**src/rtl/csg_pkg.sv**
```systemverilog
package csg_pkg;

  // Strobes passed from the sequencing control to the datapath.
  typedef struct packed {
    logic drive;      // output may follow the table data this period
    logic endOfChan;  // current bit period is the last one of its channel
  } ctlStrobe_t;

endpackage

```
**src/rtl/csg_ctrl.sv**
```systemverilog
module csg_ctrl
  import csg_pkg::*;
#(
  parameter int STREAMS  = 8,
  parameter int CHANNELS = 32,
  localparam int BIT_W   = $clog2(STREAMS),
  localparam int CH_W    = $clog2(CHANNELS)
) (
  input  logic             clk,
  input  logic             rstN,
  input  logic             frameSync,
  output logic [BIT_W-1:0] bitIdx,
  output logic [CH_W-1:0]  chanIdx,
  output ctlStrobe_t       strobe
);

  localparam logic [BIT_W-1:0] LAST_BIT  = BIT_W'(STREAMS - 1);
  localparam logic [CH_W-1:0]  LAST_CHAN = CH_W'(CHANNELS - 1);

  logic started;
  logic stale;
  logic bitWrap;
  logic atFrameEnd;

  assign bitWrap    = (bitIdx == LAST_BIT);
  assign atFrameEnd = bitWrap && (chanIdx == LAST_CHAN);

  // Position counter: bitIdx 0 is the MSB period of a channel.
  always_ff @(posedge clk or negedge rstN) begin
    if (!rstN) begin
      bitIdx  <= LAST_BIT;
      chanIdx <= LAST_CHAN;
    end else if (frameSync) begin
      bitIdx  <= '0;
      chanIdx <= '0;
    end else if (bitWrap) begin
      bitIdx  <= '0;
      chanIdx <= (chanIdx == LAST_CHAN) ? '0 : chanIdx + 1'b1;
    end else begin
      bitIdx  <= bitIdx + 1'b1;
    end
  end

  // Output qualification: off until the first pulse, and off for one
  // period after a pulse that broke the running count.
  always_ff @(posedge clk or negedge rstN) begin
    if (!rstN) begin
      started <= 1'b0;
      stale   <= 1'b0;
    end else if (frameSync) begin
      started <= 1'b1;
      stale   <= !atFrameEnd;
    end else begin
      stale   <= 1'b0;
    end
  end

  always_comb begin
    strobe.drive     = started && !stale;
    strobe.endOfChan = bitWrap;
  end

endmodule

```
**src/rtl/csg_datapath.sv**
```systemverilog
module csg_datapath
  import csg_pkg::*;
#(
  parameter int STREAMS  = 8,
  parameter int CHANNELS = 32,
  localparam int BIT_W   = $clog2(STREAMS),
  localparam int CH_W    = $clog2(CHANNELS),
  localparam int ADDR_W  = $clog2(STREAMS * CHANNELS)
) (
  input  logic [BIT_W-1:0]  bitIdx,
  input  logic [CH_W-1:0]   chanIdx,
  input  ctlStrobe_t        strobe,
  input  logic              memRdData,
  output logic [ADDR_W-1:0] memRdAddr,
  output logic              csOut
);

  localparam logic [CH_W-1:0] LAST_CHAN = CH_W'(CHANNELS - 1);

  logic [BIT_W-1:0] nextBit;
  logic [CH_W-1:0]  nextChan;
  logic [CH_W-1:0]  leadChan;

  // Position of the coming bit period.
  always_comb begin
    nextBit  = strobe.endOfChan ? '0 : bitIdx + 1'b1;
    if (!strobe.endOfChan)          nextChan = chanIdx;
    else if (chanIdx == LAST_CHAN)  nextChan = '0;
    else                            nextChan = chanIdx + 1'b1;
  end

  // Bits lead their data channel by one channel period.
  assign leadChan = (nextChan == LAST_CHAN) ? '0 : nextChan + 1'b1;

  // Stream carried in a bit period equals its bit index (MSB = stream 0).
  assign memRdAddr = ADDR_W'(int'(nextBit) * CHANNELS + int'(leadChan));

  assign csOut = strobe.drive && memRdData;

endmodule

```
**src/rtl/csg_top.sv**
```systemverilog
module csg_top
  import csg_pkg::*;
#(
  parameter int STREAMS  = 8,
  parameter int CHANNELS = 32,
  localparam int BIT_W   = $clog2(STREAMS),
  localparam int CH_W    = $clog2(CHANNELS),
  localparam int ADDR_W  = $clog2(STREAMS * CHANNELS)
) (
  input  logic              clk,
  input  logic              rstN,
  input  logic              frameSync,
  output logic [ADDR_W-1:0] memRdAddr,
  input  logic              memRdData,
  output logic              csOut
);

  logic [BIT_W-1:0] bitIdx;
  logic [CH_W-1:0]  chanIdx;
  ctlStrobe_t       strobe;

  csg_ctrl #(.STREAMS(STREAMS), .CHANNELS(CHANNELS)) u_ctrl (
    .clk       (clk),
    .rstN      (rstN),
    .frameSync (frameSync),
    .bitIdx    (bitIdx),
    .chanIdx   (chanIdx),
    .strobe    (strobe)
  );

  csg_datapath #(.STREAMS(STREAMS), .CHANNELS(CHANNELS)) u_dp (
    .bitIdx    (bitIdx),
    .chanIdx   (chanIdx),
    .strobe    (strobe),
    .memRdData (memRdData),
    .memRdAddr (memRdAddr),
    .csOut     (csOut)
  );

endmodule

```
**config.mk**
```make
export PLATFORM = sky130hd
export DESIGN_NAME = csg_top
export DESIGN_NICKNAME = d
export VERILOG_FILES = /design/src/rtl/csg_pkg.sv /design/src/rtl/csg_ctrl.sv /design/src/rtl/csg_datapath.sv /design/src/rtl/csg_top.sv
export SDC_FILE = /design/constraint.sdc
export NUM_CORES = 1
export LEC_CHECK = 0
export BUFFER_PORTS_ARGS = -buffer_cell sky130_fd_sc_hd__buf_4
export CORE_AREA = 10 10 47 49
export CTS_BUF_LIST = sky130_fd_sc_hd__clkbuf_2 sky130_fd_sc_hd__clkbuf_4 sky130_fd_sc_hd__clkbuf_8
export CTS_CLUSTER_SIZE = 8
export DETAILED_ROUTE_END_ITERATION = 12
export DIE_AREA = 0 0 57 59
export PLACE_DENSITY = 0.75
export SLEW_MARGIN = 10
export SYNTH_ARGS = -nofsm -noshare
export SYNTH_HDL_FRONTEND = slang
export SYNTH_SLANG_ARGS = --single-unit
```
**constraint.sdc**
```tcl
create_clock -name clk -period 6.65 [get_ports clk]
set_input_delay 0.9975 -clock clk [delete_from_list [all_inputs] [get_ports clk]]
set_output_delay 0.9975 -clock clk [all_outputs]
set_load 0.01 [all_outputs]
```
**Word-level counts from Yosys, hierarchy flattened**

Cells that the tools add are included.

- RAM bits: 0
- Word-level logic and storage cells: 23
- Bits in read-only memories: 0
- Flip-flop bits (word level): 10
- Output and inout port bits: 9
- Input bits: 4
- Latch bits: 0
- Memories kept: 0

- $lt $le $gt $ge: 0
- Equal/unequal tests: 3
- Shift operators: 0
- Bitwise gates (word level): 0
- Reduce and logical (&&, ||, !) cells: 5
- Divide/modulo/power cells: 0
- $mul: 0
- Add/subtract/negate cells: 4
- Multiplexer cells: 7

Operators with widths:

| operator | number |
|---|---|
| 2-to-1 mux 5 bit | 4 |
| adder 5 x 1 -> 5 bit (second input constant) | 2 |
| == test 5 bit (second input constant) | 2 |
| adder 8 x 5 -> 8 bit | 1 |
| 2-to-1 mux 3 bit | 2 |
| adder 3 x 1 -> 3 bit (second input constant) | 1 |
| == test 3 bit (second input constant) | 1 |
| logical AND 1 bit | 3 |
| logical NOT 1 bit | 2 |
| 2-to-1 mux 1 bit | 1 |

**Logic depth before layout (Yosys ltp)**

Gate-level depths: netlist of run 1.

- Depth after elaboration: 6
- Depth in mapped cells: 10
- Gate-level depth less buffers: 10

**By module**

Synthesis of run 1 repeated with hierarchy kept, for this count alone.

- Cell total of the unflattened synthesis: 78
- Area, all modules: 772.0 um2

By module, submodules not included:

| module | instances | area each (um2) | sequential area each (um2) | cells an instance |
|---|---|---|---|---|
| csg_ctrl | 1 | 480.5 | 260.2 | 41 |
| csg_datapath | 1 | 291.5 | 0.0 | 37 |

**Least setup slack after synthesis of run 1**

Ideal clock, no wire load.

- Path kind: reg-to-output
- Start: reg u_ctrl.bitIdx[0]
- End: out memRdAddr[3]
- Arrival: 2.157 ns
- Path slack: 3.496 ns
- Path buffers: 1
- Required time: 5.653 ns
- Stages on the path, launching flop included: 11
- Cells stage by stage: dfstp_2 ha_1 ha_1 buf_6 and2b_2 or2_1 ha_1 nand2_1 nor2_2 ha_1 nor3b_2

- Cells in the longest elaborated chain, start to end: 5
- Elaborated cells between the ends (all ways): 6
- Classes of those cells: add/sub: 2; eq/ne: 2; mux: 2

Ends and longest elaborated chain:

| item | line | RTL |
|---|---|---|
| start, declared | csg_ctrl.sv:12 | `output logic [BIT_W-1:0] bitIdx,` |
| start signal, assigned | csg_ctrl.sv:40 | `bitIdx <= bitIdx + 1'b1;` |
| == test 3 bit (*) | csg_ctrl.sv:25 | `assign bitWrap = (bitIdx == LAST_BIT);` |
| 2-to-1 mux 5 bit (*) | csg_datapath.sv:27 | `if (!strobe.endOfChan) nextChan = chanIdx;` |
| adder 5 x 1 -> 5 bit / == test 5 bit (equally long branches) | csg_datapath.sv:33 | `assign leadChan = (nextChan == LAST_CHAN) ? '0 : nextChan + 1'b1;` |
| 2-to-1 mux 5 bit (*) | csg_datapath.sv:33 |  |
| adder 8 x 5 -> 8 bit (*) | csg_datapath.sv:36 | `assign memRdAddr = ADDR_W'(int'(nextBit) * CHANNELS + int'(leadChan));` |
| end, declared | csg_top.sv:13 | `output logic [ADDR_W-1:0] memRdAddr,` |

Mark *: on every way between the ends. The rest lies on a longest branch, timed or not.

**Worst setup path after layout of run 1**

Same ends and word-level chain as after synthesis.

==> reports/metrics.json, run 1 <==
{
  "tns_ps": 0,
  "ys_seq_elements": 10,
  "most-common-layout-cells": "sky130_fd_sc_hd__buf_4 (12), sky130_fd_sc_hd__dfstp_2 (8), sky130_fd_sc_hd__nor2_1 (6), sky130_fd_sc_hd__ha_1 (6), sky130_fd_sc_hd__nor2b_1 (5)",
  "slew_violations": 0,
  "post_synth_num_cell_types": 32,
  "number_of_failing_setup_endpoints_in_the_final_timing_report": 0,
  "routabilityCongestion": 0.824,
  "pwr-share-seq": 0.517,
  "post-route-period-util": 0.570,
  "io_buffer_count": 12,
  "post_drt_via_cell_ratio": 5.03,
  "timing.setup.critical_path_class": "reg2out",
  "cts-hold-fix-buffers": 0,
  "vdd.ir_drop.worst_v": 0.000121,
  "drt_total_wl_um": 1110,
  "detailed_place_hpwl_um": 894,
  "fp.dieArea_mm2": 0.00336,
  "cts_max_path_buffers": 2,
  "grt_max_degree": 11,
  "hold_viol_final": 0,
  "arrival_ps": 2790,
  "synthToLayoutAreaGrowth_pct": 20.0,
  "sequential_share_of_the_synthesized_area": 0.415,
  "detailedRoute.firstPassIterationCount": 4,
  "cp.required_ps": 5650,
  "clkLatencyLatePin_ps": 260,
  "initial_utilization": 0.447,
  "synth_top_area_share": 0.335,
  "core_mm2": 0.00140,
  "grt_pass1_vias": 439,
  "post_synth_main_area_contributors": "sky130_fd_sc_hd__dfstp_2 (34%), sky130_fd_sc_hd__ha_1 (12%), sky130_fd_sc_hd__dfrtp_1 (8.0%), sky130_fd_sc_hd__nor2b_1 (5.0%), sky130_fd_sc_hd__nor2_1 (3.6%)",
  "power.clock.fraction": 0.380,
  "diodes": 0,
  "cell_internal_power_mw": 0.0979,
  "p_comb_frac": 0.103,
  "ctsResizeCount": 0,
  "global_route_wire_length_before_repair_um": 1990,
  "worst_max_slew_pin_slew_ps": 414,
  "max-slew-margin-rel": 0.724,
  "antenna_left": 0,
  "maxCapViolations": 0,
  "holdWs_ps": 466,
  "p_sw_frac": 0.218,
  "finalWorstPathRequiredPeriod_ps": 3790,
  "antenna_violations_before_repair": 0,
  "total_number_of_clock_tree_sinks": 10,
  "yosysWarnings": 0,
  "crit_path_end_kind": "output pin",
  "final_nets": 82,
  "floorplan.rows": 14,
  "fin_worst_skew_ps": 1.23,
  "detail_route.drc_violations": 0,
  "clk_root_buffer_cell": "sky130_fd_sc_hd__clkbuf_4",
  "grt_remaining_overflow": 0,
  "postSynthNetCount": 67,
  "cts.reportedPaths.clkPinSlew_ps": 60,
  "ff2ff_path_depth": 6,
  "cts_buffers": 3,
  "ctsHtreeMaxLevel": 1,
  "max_freq_ghz": 0.264,
  "cts_setup_buffers": 0,
  "synth_top_cell_by_area": "sky130_fd_sc_hd__dfstp_2",
  "first_iter_violations": 5,
  "total_switching_power_mw": 0.0272,
  "die_width_um": 57,
  "leading_cell_type_in_the_layout_fill_and_taps_excluded": "sky130_fd_sc_hd__buf_4",
  "post_synthesis_mean_instance_area_um2": 11.0,
  "run_status": "finished clean",
  "rsz0062_at_grt": "false",
  "design.portCount": 13,
  "layout-drive-gt1-share": 0.507,
  "min_path_type": "reg2reg",
  "tritoncts": "done",
  "syn_inst": 57,
  "die_h_um": 59,
  "timing.critical_path.from_type": "flop",
  "pd_cells_mw_per_mm2": 166,
  "synthesis.area_um2": 627,
  "leakagePower_nw": 0.341,
  "groute.usage.overall": 0.0741,
  "worst-path-max-fanout": 10,
  "routed_wire_length_per_instance_um": 12.8,
  "routed_vias": 438,
  "min_path_cells": 1
}
[stage by stage]
step | area [um^2] | utilization | std cells | total power [mW] | setup slack [ps]
after global placement | 722 | 0.515 | 83 | 0.0788 | 3220
final | 752 | 0.537 | 87 | 0.125 | 2860
after CTS | 752 | 0.537 | 87 | 0.128 | 2840
after floorplan | 627 | - | 57 | 0.0719 | 3500
after detailed placement | 722 | 0.515 | 83 | 0.0791 | 3140
after global routing | 752 | 0.537 | 87 | 0.134 | 2720
[final cells by class]
type	instances	area, um^2
timing repair buffer	12	90.1
tap	16	20.0
clock buffer	4	30.0
multi-input combinational	45	352
sequential	10	260
fill	136	649
[final timing paths]
path | end | slack (ps) | from
setup / recovery | memRdAddr[3] | 2860 | u_ctrl.bitIdx[0]$_DFF_PN1_
hold / removal | u_ctrl.started$_DFFE_PN0P_ | 470 | u_ctrl.started$_DFFE_PN0P_
setup reg to reg | u_ctrl.chanIdx[3]$_DFF_PN1_ | 4780 | u_ctrl.bitIdx[0]$_DFF_PN1_
hold reg to reg | u_ctrl.started$_DFFE_PN0P_ | 470 | u_ctrl.started$_DFFE_PN0P_
max in group asynchronous | u_ctrl.chanIdx[3]$_DFF_PN1_ | 5890 | rstN
min in group asynchronous | u_ctrl.started$_DFFE_PN0P_ | 550 | rstN
[cells by family (layout without fill, tap and decap cells)]
logic type,after synthesis,in the layout,share of synthesized area
AOI/OAI and AO/OA,6,6,0.0838
xor gates and xnor gates,1,1,0.0140
adders and majority gates,6,6,0.120
buffers and inverters,2,16,0.0239
DFF,10,10,0.415
muxes,2,2,0.0419
and+or+nand+nor,30,30,0.301
[cell usage after synthesis, drive strengths merged]
cell type  number
o211ai          1
nor2b           5
nor3b           2
nand4           1
nand2b          1
and2b           1
and2            2
a2bb2oi         1
dfstp           8
nor2            7
nand3           2
xnor2           1
nand2           3
ha              6
clkbuf          1
a211oi          1
and3            1
o21ai           2
buf             1
nor3            1
or2             2
o2bb2ai         1
mux2            2
or2b            1
or3             1
dfrtp           2
[flip-flops by register name (all words and copies together), names as in the netlist]
signal	cells
u_ctrl.chanIdx	5
u_ctrl.bitIdx	3
u_ctrl.stale	1
u_ctrl.started	1
[layer usage]
layer	global-route usage	share of wire
met5	0	0
met4	0.0403	0.020
met3	0.0300	0.052
met2	0.112	0.50
met1	0.0875	0.43
[worst max-delay path: stages, from the launching register on]
cell and delay (ps):
sky130_fd_sc_hd__dfstp_2 540, sky130_fd_sc_hd__ha_1 150, sky130_fd_sc_hd__ha_1 400, sky130_fd_sc_hd__and2b_2 280
sky130_fd_sc_hd__or2_1 260, sky130_fd_sc_hd__ha_1 220, sky130_fd_sc_hd__nand2_1 80, sky130_fd_sc_hd__nor2_2 40
sky130_fd_sc_hd__ha_1 220, sky130_fd_sc_hd__nor3b_2 190, sky130_fd_sc_hd__buf_4 140
[power by group through the flow]
stage / Sequential, mW / Combinational, mW / Clock [mW]
floorplan: 0.0655 / 0.00643 / 0
global placement: 0.0656 / 0.0132 / 0
detailed placement: 0.0657 / 0.0135 / 0
global route: 0.0649 / 0.0148 / 0.0540
finish: 0.0647 / 0.0129 / 0.0475
CTS: 0.0647 / 0.0135 / 0.0497
Power figures use the tool's default switching activity.
==> run 2: changes to the inputs <==
- ABC_AREA: unset -> 1
- PLACE_DENSITY: 0.75 -> 0.78
- clock period: 6.65 -> 3 ns (I/O delays scaled with it)
==> run 2 against run 1 <==
Effect of this change: sequential power rose by 120%; synthesized cell count increased by 25%; critical path depth increased by 4; cell count is 20% higher; routed wire length grew 15%; combinational power rose to 2.8 times the previous value; largest cell class unchanged; largest power group unchanged.
==> reports/metrics.json, run 2 <==
{
  "run_status": "finished clean",
  "pd_cells": {"value": 335, "unit": "mW/mm^2", "change": "+100%"},
  "antenna_violations_before_repair": {"value": 0, "change": "unchanged"},
  "synthToLayoutAreaGrowth_pct": 30.9,
  "tritoncts": "done",
  "post_drt_via_cell_ratio": {"value": 5.07, "change": "+0.65%"},
  "io_buffer_count": {"value": 12, "change": "unchanged"},
  "maxCapViolations": {"value": 0, "change": "unchanged"},
  "routed_vias": {"value": 527, "change": "+20%"},
  "leakagePower": {"value": 0.404, "unit": "nW", "change": "+18%"},
  "most_common_cell_in_the_synthesized_netlist": "sky130_fd_sc_hd__nand2_1",
  "detail_route.drc_violations": {"value": 0, "change": "unchanged"},
  "placedInstanceArea": {"value": 726, "unit": "um^2", "change": "+0.52%"},
  "worst_max_slew_pin_slew": {"value": 183, "unit": "ps", "change": "-231 ps"},
  "synth_enable_flop_cells": {"value": 0, "change": "unchanged"},
  "final_nets": {"value": 100, "change": "+22%"},
  "timing.setup.critical_path_class": "reg2out",
  "cts_buffers": {"value": 3, "change": "unchanged"},
  "worstReg2RegEnd": "u_ctrl.chanIdx[3]$_DFF_PN1_",
  "layout.core_utilization": {"value": 0.582, "change": "+0.0455"},
  "min_path_type": "in2reg",
  "place_inst": {"value": 98, "change": "+18%"},
  "synth_top_area_share": {"value": 0.337, "change": "+0.00202"},
  "grt_pass1_vias": {"value": 491, "change": "+12%"},
  "core": {"value": 0.00140, "unit": "mm^2", "change": "unchanged"},
  "cp.required": {"value": 2550, "unit": "ps", "change": "-3100 ps"},
  "fin_worst_skew": {"value": 2.74, "unit": "ps", "change": "+1.51 ps"},
  "r2r_slack": {"value": 1460, "unit": "ps", "change": "-3320 ps"},
  "design.portCount": {"value": 13, "change": "unchanged"},
  "cts.reportedPaths.clkPinSlew": {"value": 60, "unit": "ps", "change": "about the same"},
  "post-route-period-util": 0.959,
  "worst-path-max-fanout": {"value": 3, "change": "-7"},
  "die_h": {"value": 59, "unit": "um", "change": "unchanged"},
  "largest_register_ffs": {"value": 5, "change": "unchanged"},
  "finalWorstPathRequiredPeriod_ps": 2880,
  "postSynthNetCount": {"value": 81, "change": "+21%"},
  "post_synth_main_area_contributors": "sky130_fd_sc_hd__dfstp_2 (34%), sky130_fd_sc_hd__ha_1 (12%), sky130_fd_sc_hd__dfrtp_1 (8.0%), sky130_fd_sc_hd__nand2_1 (7.8%), sky130_fd_sc_hd__nor2_1 (7.2%)",
  "antenna_left": {"value": 0, "change": "unchanged"},
  "ff2ff_path_depth": {"value": 6, "change": "unchanged"},
  "floorplan.rows": {"value": 14, "change": "unchanged"},
  "finalPower": {"value": 0.273, "unit": "mW", "change": "+120%"},
  "syn_inst": {"value": 71, "change": "+25%"},
  "final_critical_path_setup_slack": {"value": 123, "unit": "ps", "change": "-2740 ps"},
  "grt_remaining_overflow": {"value": 0, "change": "unchanged"},
  "synthesis.area": {"value": 623, "unit": "um^2", "change": "-0.60%"},
  "final_cell_area": {"value": 816, "unit": "um^2", "change": "+8.5%"},
  "regArea": {"value": 260, "unit": "um^2", "change": "unchanged"},
  "crit_path_end_kind": "output pin",
  "reg2reg_from": "u_ctrl.bitIdx[0]$_DFF_PN1_",
  "clkLatencyLatePin": {"value": 270, "unit": "ps", "change": "about the same"},
  "multi_input_comb_area": {"value": 354, "unit": "um^2", "change": "+0.71%"},
  "clk_root_buffer_cell": "sky130_fd_sc_hd__clkbuf_4",
  "total_number_of_clock_tree_sinks": {"value": 10, "change": "unchanged"},
  "slew_violations": {"value": 0, "change": "unchanged"},
  "post_synth_num_cell_types": {"value": 23, "change": "-28%"},
  "filler_cell_count": {"value": 119, "change": "-13%"},
  "drt_total_wl": {"value": 1280, "unit": "um", "change": "+15%"},
  "detailed_place_hpwl": {"value": 918, "unit": "um", "change": "+2.6%"},
  "max_freq_ghz": 0.348,
  "number_of_failing_setup_endpoints_in_the_final_timing_report": {"value": 0, "change": "unchanged"},
  "groute.usage.overall": {"value": 0.0754, "change": "+0.00134"},
  "sequential_share_of_the_synthesized_area": {"value": 0.418, "change": "+0.00250"},
  "cts_max_path_buffers": {"value": 2, "change": "unchanged"},
  "post_synthesis_mean_instance_area": {"value": 8.78, "unit": "um^2", "change": "-20%"},
  "timing.critical_path.from_type": "flop",
  "pre_cts_slack": {"value": 202, "unit": "ps", "change": "-2940 ps"},
  "routed_wire_length_per_instance": {"value": 12.3, "unit": "um", "change": "-3.9%"},
  "first_iter_violations": {"value": 5, "change": "unchanged"},
  "top_reg_cell_synth": "sky130_fd_sc_hd__dfstp_2",
  "top_reg_by_flops": "u_ctrl.chanIdx",
  "most_common_library_cells_after_synthesis": "sky130_fd_sc_hd__nand2_1 (13), sky130_fd_sc_hd__nor2_1 (12), sky130_fd_sc_hd__dfstp_2 (8), sky130_fd_sc_hd__inv_1 (8), sky130_fd_sc_hd__ha_1 (6)",
  "worst_setup_path_endpoint": "memRdAddr[2]",
  "ys_seq_elements": {"value": 10, "change": "unchanged"},
  "hold_viol_final": {"value": 0, "change": "unchanged"},
  "ctsHtreeMaxLevel": {"value": 1, "change": "unchanged"},
  "global_route_wire_length_before_repair": {"value": 2020, "unit": "um", "change": "+1.7%"},
  "critPathLaunch": "u_ctrl.chanIdx[0]$_DFF_PN1_",
  "hp-start": "frameSync",
  "max-slew-margin-rel": {"value": 0.878, "change": "+0.154"},
  "grt_max_degree": {"value": 11, "change": "unchanged"},
  "initial_utilization": {"value": 0.445, "change": "-0.00268"},
  "layout.cells.non_filler": {"value": 104, "change": "+20%"},
  "detailedRoute.firstPassIterationCount": {"value": 4, "change": "unchanged"},
  "tns": {"value": 0, "unit": "ps", "change": "unchanged"},
  "leading_cell_type_in_the_layout_fill_and_taps_excluded": "sky130_fd_sc_hd__buf_4",
  "die_width": {"value": 57, "unit": "um", "change": "unchanged"},
  "diodes": {"value": 0, "change": "unchanged"},
  "async_reset_ff_frac": {"value": 1.00, "change": "unchanged"},
  "synth_top_cell_by_area": "sky130_fd_sc_hd__dfstp_2",
  "holdWs": {"value": 373, "unit": "ps", "change": "-92.4 ps"},
  "most-common-layout-cells": "sky130_fd_sc_hd__buf_4 (15), sky130_fd_sc_hd__nand2_1 (13), sky130_fd_sc_hd__nor2_1 (11), sky130_fd_sc_hd__dfstp_2 (8), sky130_fd_sc_hd__inv_1 (7)",
  "arrival": {"value": 2430, "unit": "ps", "change": "-360 ps"},
  "vdd.ir_drop.worst": {"value": 0.000237, "unit": "V", "change": "+96%"},
  "biggest_registers_after_layout": "u_ctrl.chanIdx: 5 flops, u_ctrl.bitIdx: 3 flops",
  "fp.dieArea": {"value": 0.00336, "unit": "mm^2", "change": "unchanged"},
  "layout-drive-gt1-share": {"value": 0.511, "change": "+0.00432"},
  "yosysWarnings": {"value": 0, "change": "unchanged"},
  "routabilityCongestion": {"value": 0.862, "change": "+4.7%"}
}
[run 2: final cells by class]
| cell class | instances | share of cell area |
|---|---|---|
| Timing Repair Buffer | 16 | 0.150 |
| Sequential cell | 10 | 0.319 |
| Inverter | 9 | 0.0445 |
| Tap cell | 16 | 0.0245 |
| Multi-Input combinational cell | 50 | 0.434 |
| Clock buffer | 3 | 0.0276 |
[run 2: logic make-up after synthesis]
| group | synth area share |
|---|---|
| AOI/OAI and AO/OA | 0.0683 |
| adders and majority gates | 0.120 |
| and+or+nand+nor | 0.311 |
| buffers and inverters | 0.0823 |
| DFF | 0.418 |
[run 2: timing repair]
action	4_1_cts	5_1_grt
endpoints found under the setup margin	2	4
setup buffers	0	2
hold buffers	1	0
pin swaps	0	2
hold endpoints to repair	2	0
resized for setup	3	7
[run 2: how the worst min path moves through the flow]
stage / depth (start not counted) / to / slack, ps
3_3_place_gp: 1 / u_ctrl.stale$_DFF_PN0_ / 280
4_1_cts: 2 / u_ctrl.bitIdx[1]$_DFF_PN1_ / 370
5_1_grt: 2 / u_ctrl.chanIdx[4]$_DFF_PN1_ / 380
6_report: 2 / u_ctrl.chanIdx[0]$_DFF_PN1_ / 370
2_1_floorplan: 0 / u_ctrl.stale$_DFF_PN0_ / 150
3_5_place_dp: 1 / u_ctrl.stale$_DFF_PN0_ / 280
[run 2: report_power, final]
group	leakage [nW]	total, mW	switching, mW	internal (mW)
Sequential	0.103	0.145	0.00252	0.142
Clock	0.0138	0.0929	0.0464	0.0465
Combinational	0.287	0.0357	0.0177	0.0180
Total	0.404	0.273	0.0666	0.207
[run 2: per-layer routing]
| metal | up-vias | global-route usage | share of wire |
|---|---|---|---|
| met2 | 9 | 0.124 | 0.53 |
| met3 | 7 | 0.0322 | 0.054 |
| met1 | 255 | 0.0742 | 0.38 |
| met5 | - | 0 | 0 |
| li1 | 256 | - | - |
| met4 | 0 | 0.0570 | 0.036 |
[run 2: critical path, cell delays in order, from the launching register on]
cell	delay, ps
sky130_fd_sc_hd__dfstp_2	580
sky130_fd_sc_hd__ha_4	150
sky130_fd_sc_hd__and3_1	160
sky130_fd_sc_hd__ha_2	200
sky130_fd_sc_hd__nand2_4	70
sky130_fd_sc_hd__nand3_4	100
sky130_fd_sc_hd__inv_2	40
sky130_fd_sc_hd__ha_2	170
sky130_fd_sc_hd__nand2_1	80
sky130_fd_sc_hd__nor2_2	40
sky130_fd_sc_hd__ha_1	200
sky130_fd_sc_hd__inv_1	70
sky130_fd_sc_hd__o21ai_1	60
sky130_fd_sc_hd__a21oi_1	110
sky130_fd_sc_hd__buf_4	130
